[config.mk]
export PLATFORM = sky130hd
export DESIGN_NAME = dsi_line_sequencer
export DESIGN_NICKNAME = d
export VERILOG_FILES = /design/src/rtl/dsi_line_sequencer.sv
export SDC_FILE = /design/constraint.sdc
export NUM_CORES = 1
export LEC_CHECK = 0
export ABC_CLOCK_PERIOD_IN_PS = 8050
export BUFFER_PORTS_ARGS = -buffer_cell sky130_fd_sc_hd__buf_2
export CORE_UTILIZATION = 41
export CTS_CLUSTER_DIAMETER = 50
export CTS_CLUSTER_SIZE = 28
export DETAILED_ROUTE_END_ITERATION = 10
export GPL_TIMING_DRIVEN = 0
export PLACE_DENSITY = 0.72
export SLEW_MARGIN = 20
export SYNTH_ARGS = -nofsm -noshare
export SYNTH_HDL_FRONTEND = slang
export SYNTH_SLANG_ARGS = --single-unit
[constraint.sdc]
create_clock -name clk -period 8.05 [get_ports clk]
set_input_delay 1.61 -clock clk [delete_from_list [all_inputs] [get_ports clk]]
set_output_delay 1.61 -clock clk [all_outputs]
set_load 0.02 [all_outputs]
[src/rtl/dsi_line_sequencer.sv]
module dsi_line_sequencer #(
  parameter int LINE_W = 12,
  parameter int BYTE_W = 16
) (
  input  logic              clk,
  input  logic              rst_n,
  input  logic              vsync_i,
  input  logic              slot_ready_i,
  input  logic [LINE_W-1:0] cfg_sync_lines,
  input  logic [LINE_W-1:0] cfg_bporch_lines,
  input  logic [LINE_W-1:0] cfg_active_lines,
  input  logic [LINE_W-1:0] cfg_fporch_lines,
  input  logic [BYTE_W-1:0] cfg_sync_bytes,
  input  logic [BYTE_W-1:0] cfg_bporch_bytes,
  input  logic [BYTE_W-1:0] cfg_active_bytes,
  input  logic [BYTE_W-1:0] cfg_fporch_bytes,
  input  logic [BYTE_W-1:0] cfg_blankline_bytes,
  output logic              slot_valid_o,
  output logic [2:0]        slot_kind_o,
  output logic [BYTE_W-1:0] slot_len_o,
  output logic              lp_mode_o,
  output logic              timing_err_o
);

  localparam logic [2:0] K_SS     = 3'd1;
  localparam logic [2:0] K_SE     = 3'd2;
  localparam logic [2:0] K_BLANK  = 3'd3;
  localparam logic [2:0] K_ACTIVE = 3'd4;

  localparam logic [2:0] P_SYNC = 3'd0;
  localparam logic [2:0] P_BP   = 3'd1;
  localparam logic [2:0] P_ACT  = 3'd2;
  localparam logic [2:0] P_FP   = 3'd3;
  localparam logic [2:0] P_LP   = 3'd4;

  logic [2:0]        phase_q;
  logic [LINE_W-1:0] line_q;
  logic [2:0]        slot_q;
  logic              drain_q;
  logic [BYTE_W-1:0] drain_cnt_q;
  logic              err_q;

  logic [LINE_W-1:0] fp_emit;
  logic [LINE_W-1:0] grp_lines [4];
  logic [3:0]        nonzero;

  assign fp_emit      = (cfg_fporch_lines == '0) ? '0 : cfg_fporch_lines - LINE_W'(1);
  assign grp_lines[0] = cfg_sync_lines;
  assign grp_lines[1] = cfg_bporch_lines;
  assign grp_lines[2] = cfg_active_lines;
  assign grp_lines[3] = fp_emit;

  for (genvar g = 0; g < 4; g++) begin : g_nz
    assign nonzero[g] = grp_lines[g] != '0;
  end

  function automatic logic [2:0] first_group(input logic [2:0] from, input logic [3:0] nz);
    logic [2:0] r;
    r = P_LP;
    for (int p = 3; p >= 0; p--)
      if (3'(p) >= from && nz[p]) r = 3'(p);
    return r;
  endfunction

  logic              active_line;
  logic [2:0]        last_slot;
  logic              accept;
  logic              line_done;
  logic [LINE_W-1:0] line_next;
  logic              group_done;

  assign active_line = phase_q == P_ACT;
  assign last_slot   = active_line ? 3'd5 : 3'd3;

  always_comb begin
    slot_kind_o = K_BLANK;
    slot_len_o  = '0;
    case (slot_q)
      3'd0: slot_kind_o = K_SS;
      3'd1: slot_len_o  = cfg_sync_bytes;
      3'd2: slot_kind_o = K_SE;
      3'd3: slot_len_o  = active_line ? cfg_bporch_bytes : cfg_blankline_bytes;
      3'd4: begin
        slot_kind_o = K_ACTIVE;
        slot_len_o  = cfg_active_bytes;
      end
      default: slot_len_o = cfg_fporch_bytes;
    endcase
  end

  assign slot_valid_o = (phase_q != P_LP) && !drain_q;
  assign lp_mode_o    = (phase_q == P_LP) && !drain_q;
  assign timing_err_o = err_q;
  assign accept       = slot_valid_o && slot_ready_i;
  assign line_done    = accept && (slot_q == last_slot);
  assign line_next    = line_q + LINE_W'(1);
  assign group_done   = line_next == grp_lines[phase_q[1:0]];

  always_ff @(posedge clk or negedge rst_n) begin
    if (!rst_n) begin
      phase_q     <= P_LP;
      line_q      <= '0;
      slot_q      <= '0;
      drain_q     <= 1'b0;
      drain_cnt_q <= '0;
      err_q       <= 1'b0;
    end else if (vsync_i) begin
      err_q       <= err_q | !lp_mode_o;
      phase_q     <= first_group(P_SYNC, nonzero);
      line_q      <= '0;
      slot_q      <= '0;
      drain_q     <= 1'b0;
      drain_cnt_q <= '0;
    end else begin
      if (drain_q) begin
        drain_cnt_q <= drain_cnt_q - BYTE_W'(1);
        if (drain_cnt_q == BYTE_W'(1)) drain_q <= 1'b0;
      end
      if (accept) begin
        if (slot_len_o != '0) begin
          drain_q     <= 1'b1;
          drain_cnt_q <= slot_len_o;
        end
        if (line_done) begin
          slot_q <= '0;
          if (group_done) begin
            phase_q <= first_group(phase_q + 3'd1, nonzero);
            line_q  <= '0;
          end else begin
            line_q <= line_next;
          end
        end else begin
          slot_q <= slot_q + 3'd1;
        end
      end
    end
  end

  a_r7_hold_slot: assert property (@(posedge clk) disable iff (!rst_n)
    (slot_valid_o && !slot_ready_i && !vsync_i) |=>
      (slot_valid_o && $stable(slot_kind_o) && $stable(slot_len_o)));

  a_r8_gap_after_payload: assert property (@(posedge clk) disable iff (!rst_n)
    (accept && slot_len_o != '0 && !vsync_i) |=> !slot_valid_o);

  a_r6_lp_holds: assert property (@(posedge clk) disable iff (!rst_n)
    (lp_mode_o && !vsync_i) |=> lp_mode_o);

  a_r9_err_sticky: assert property (@(posedge clk) disable iff (!rst_n)
    timing_err_o |=> timing_err_o);

  a_r9_err_on_early_sync: assert property (@(posedge clk) disable iff (!rst_n)
    (vsync_i && !lp_mode_o) |=> timing_err_o);

  a_r10_frame_start: assert property (@(posedge clk) disable iff (!rst_n)
    (vsync_i && cfg_sync_lines != '0) |=> (slot_valid_o && slot_kind_o == K_SS));

endmodule

==> flow_summary_export.csv <==
group,metric,value,unit
synth,synth_top_cell_by_area,"dfrtp_1",
synth,synth_edf_count,0,
floorplan,io_pins,154,
synth,synth.area.mux_share,12.9,%
placed_design,gp_congestion,0.924,
placed_design,hpwl,10400,um
clock_network,postCtsHoldBufs,0,
timing,fmax,196,MHz
status,status,"complete, no violations",
timing,hold_ws,0.523,ns
critical_path,crit_path_start_kind,"flip-flop",
critical_path,cp_top_family,"buffers and inverters",
synth,synth_nets,649,
synth,yosys.area_share.adder,4.68,%
synth,synthSimpleGateAreaFrac,25.4,%
critical_path,arrival,3.50,ns
timing,finalHoldViolCount,0,
placed_design,place_ws,3.04,ns
timing,rsz0062_at_grt,"no",
synth,yosys.area.top_type_share,21.9,%
finish,most-common-layout-cells,"152 x buf_2, 66 x nor2_1, 35 x dfrtp_1",
drt,vias,4541,
drt,firstDrtPassIters,6,
clock_network,tritoncts,"done",
critical_path,path_class,"flip-flop to output port",
synth,synth_area_per_cell,7.98,sq um
critical_path,critPathCaptureType,"output port",
clock_network,root_buffer,"clkbuf_8",
synth,synth_area,4010,sq um
floorplan,design.core.area,9370,sq um
clock_network,cts_inserted_buffers,5,
timing,finalSetupViolations,0,
clock_network,clk_pin_slew,0.08,ns
finish,final_common_cell,"buf_2",
synth,synth_compound_gate_area_share,21.9,%
finish,antennaDiodeCount,0,
critical_path,cp_data_required_time,6.44,ns
floorplan,row_count,35,
synth,synth_xor_area_share,7.43,%
timing,timing.final.ws_setup,2.94,ns
floorplan,dieArea,10200,sq um
synth,async_flop_share,100,%
floorplan,initial_utilization,42.8,%
power_and_ir_drop,p_leak,2.25,nW
finish,area_growth,25.5,%
synth,yosysUniqueCellTypes,62,
power_and_ir_drop,power_density,199,nW/um^2
critical_path,worst-path-buf-inv,5,
global_routing,grtUsageTotal,24.9,%
timing,slew_headroom,39.8,%
finish,nets,805,
clock_network,clkLatencyLatePin,0.30,ns
synth,synthFlopType,"dfrtp_1",
drt,wire_per_inst,16.2,um
placed_design,port_buffers,149,
timing,post-route-period-util,63.5,%
clock_network,postCtsSetupBuffers,0,
drt,vias_per_cell,5.76,
timing,setup_tns,0,ns
drt,routed_wl,12800,um
job,max-cap-violations,0,
synth,ys_warn_count,0,
drt,drt_iter0_drc,251,
global_routing,grt_antenna_before_repair,0,
synth,yosysSeqAreaShare,22.5,%
global_routing,grt_max_degree,37,
floorplan,die_h,101,um
finish,postLayoutCoreUtil,53.7,%
timing,min_period,5.11,ns
finish,drive_above_1_share,28.8,%
critical_path,crit_slowest_cell,"dfrtp_1",
critical_path,critPathMaxStageDelay,0.49,ns
synth,syn_inst,502,
floorplan,die-width,101,um
drt,drt.antenna.violating_nets,0,
clock_network,max-clock-path-buffers,2,
min_path,hold_class,"flip-flop to flip-flop",
clock_network,ctsHtreeMaxLevel,2,
global_routing,grt_pass1_wl,20300,um
finish,n_fill_cell,927,
global_routing,overflow,0,
timing,drv_slew,0,
synth,netlist_top_cells_area,"dfrtp_1 22%, mux2i_1 6.2%, nor2_1 6.2%, mux2_2 5.3%, ha_1 4.7%",
timing,skew,0.00616,ns
clock_network,ctsResizeCount,0,
drt,drc,0,
clock_network,cts_sinks,36,
critical_path,crit_fanout,10,
synth,synth_top_family_by_area,"simple AND/OR/NAND/NOR gates",
power_and_ir_drop,ir_drop,0.0825,mV
critical_path,cp_cell_sequence,"buf_1, inv_1, ha_1, nor2b_1, buf_2, buf_1, mux2_2, a211oi_1, nor2_1, buf_2",
synth,yosys_register_bits,36,
global_routing,grt_pass1_vias,4327,
timing,tightest_slew,0.899,ns
==> sequential cells by signal, indices dropped and copies added (netlist names) <==
signal,count
drain_cnt_q,16
drain_q,1
line_q,12
phase_q,3
slot_q,3
timing_err_o,1
==> area by class of cell <==
cell class,count,area [sq um],share of cell area (%)
Clock buffer,5,68.8,1.37
Multi-Input combinational cell,416,2900,57.6
Timing Repair Buffer,149,746,14.8
Tap cell,129,161,3.21
Clock inverter,3,46.3,0.921
Sequential cell,36,902,17.9
Inverter,18,67.6,1.34
Buffer,32,139,2.76
==> metrics by stage <==
step | std cells | instance area (sq um) | total power [mW]
4_1_cts | 788 | 5030 | 1.00
2_1_floorplan | 502 | 4010 | 0.663
5_1_grt | 788 | 5030 | 1.08
6_report | 788 | 5030 | 1.00
3_5_place_dp | 780 | 4910 | 0.831
3_3_place_gp | 780 | 4910 | 0.821
==> cell families (layout without fill, tap and decap cells) <==
| kind of cell | Yosys count | in the layout |
|---|---|---|
| fa+ha+maj | 15 | 15 |
| simple gates | 199 | 199 |
| compound gates | 121 | 121 |
| flops | 36 | 36 |
| buf+inv | 50 | 207 |
| mux | 47 | 47 |
| xor+xnor | 34 | 34 |
==> final timing paths <==
path,from,end,slack [ns],cells after the start
worst max-delay path,phase_q[0]$_DFFE_PN0P_,slot_len_o[10],2.94,10
worst min-delay path,timing_err_o$_DFFE_PN0P_,timing_err_o$_DFFE_PN0P_,0.52,1
worst max register to register,phase_q[0]$_DFFE_PN0P_,drain_cnt_q[13]$_DFF_PN0_,3.61,15
worst min register to register,timing_err_o$_DFFE_PN0P_,timing_err_o$_DFFE_PN0P_,0.52,1
max in group asynchronous,rst_n,line_q[5]$_DFFE_PN0P_,6.13,1
min in group asynchronous,rst_n,drain_cnt_q[11]$_DFF_PN0_,1.40,1
==> report_power, final <==
group          internal (mW)  switching (mW)
registers              0.207          0.0317
logic                  0.253           0.343
clock network         0.0933          0.0740
==> cells in the mapped netlist, types with 3 or more instances <==
| cell | number |
|---|---|
| o2bb2ai_1 | 5 |
| xor2_1 | 13 |
| a22oi_1 | 4 |
| a211o_1 | 4 |
| a211oi_1 | 10 |
| o21ai_0 | 10 |
| nor3_1 | 23 |
| a21oi_1 | 27 |
| mux2_2 | 19 |
| nand4_1 | 7 |
| nand2b_1 | 5 |
| ha_1 | 15 |
| nor2b_1 | 5 |
| mux2i_1 | 25 |
| or4_1 | 3 |
| nand2_1 | 25 |
| nor3b_1 | 6 |
| a22o_1 | 18 |
| nor2_1 | 66 |
| nand3_1 | 15 |
| o31a_1 | 3 |
| nor4_1 | 20 |
| buf_1 | 6 |
| clkbuf_1 | 21 |
| a221oi_1 | 3 |
| a31oi_1 | 5 |
| or3_1 | 6 |
| o21a_1 | 3 |
| o22ai_1 | 6 |
| xnor2_1 | 21 |
| inv_1 | 18 |
| dfrtp_1 | 35 |
| a222oi_1 | 8 |
| buf_2 | 3 |
| and2_1 | 3 |
==> metal layers <==
layer / wire length, um / GRT usage, % / vias up / part of all wire, %
met1: 5600 / 33.0 / 2172 / 44
met5: 0 / 0 / - / 0
li1: - / - / 2205 / -
met3: 660 / 4.23 / 26 / 5.2
met4: 214 / 6.69 / 0 / 1.7
met2: 6280 / 41.9 / 138 / 49
Note: power is estimated with default switching activity, not from simulation.
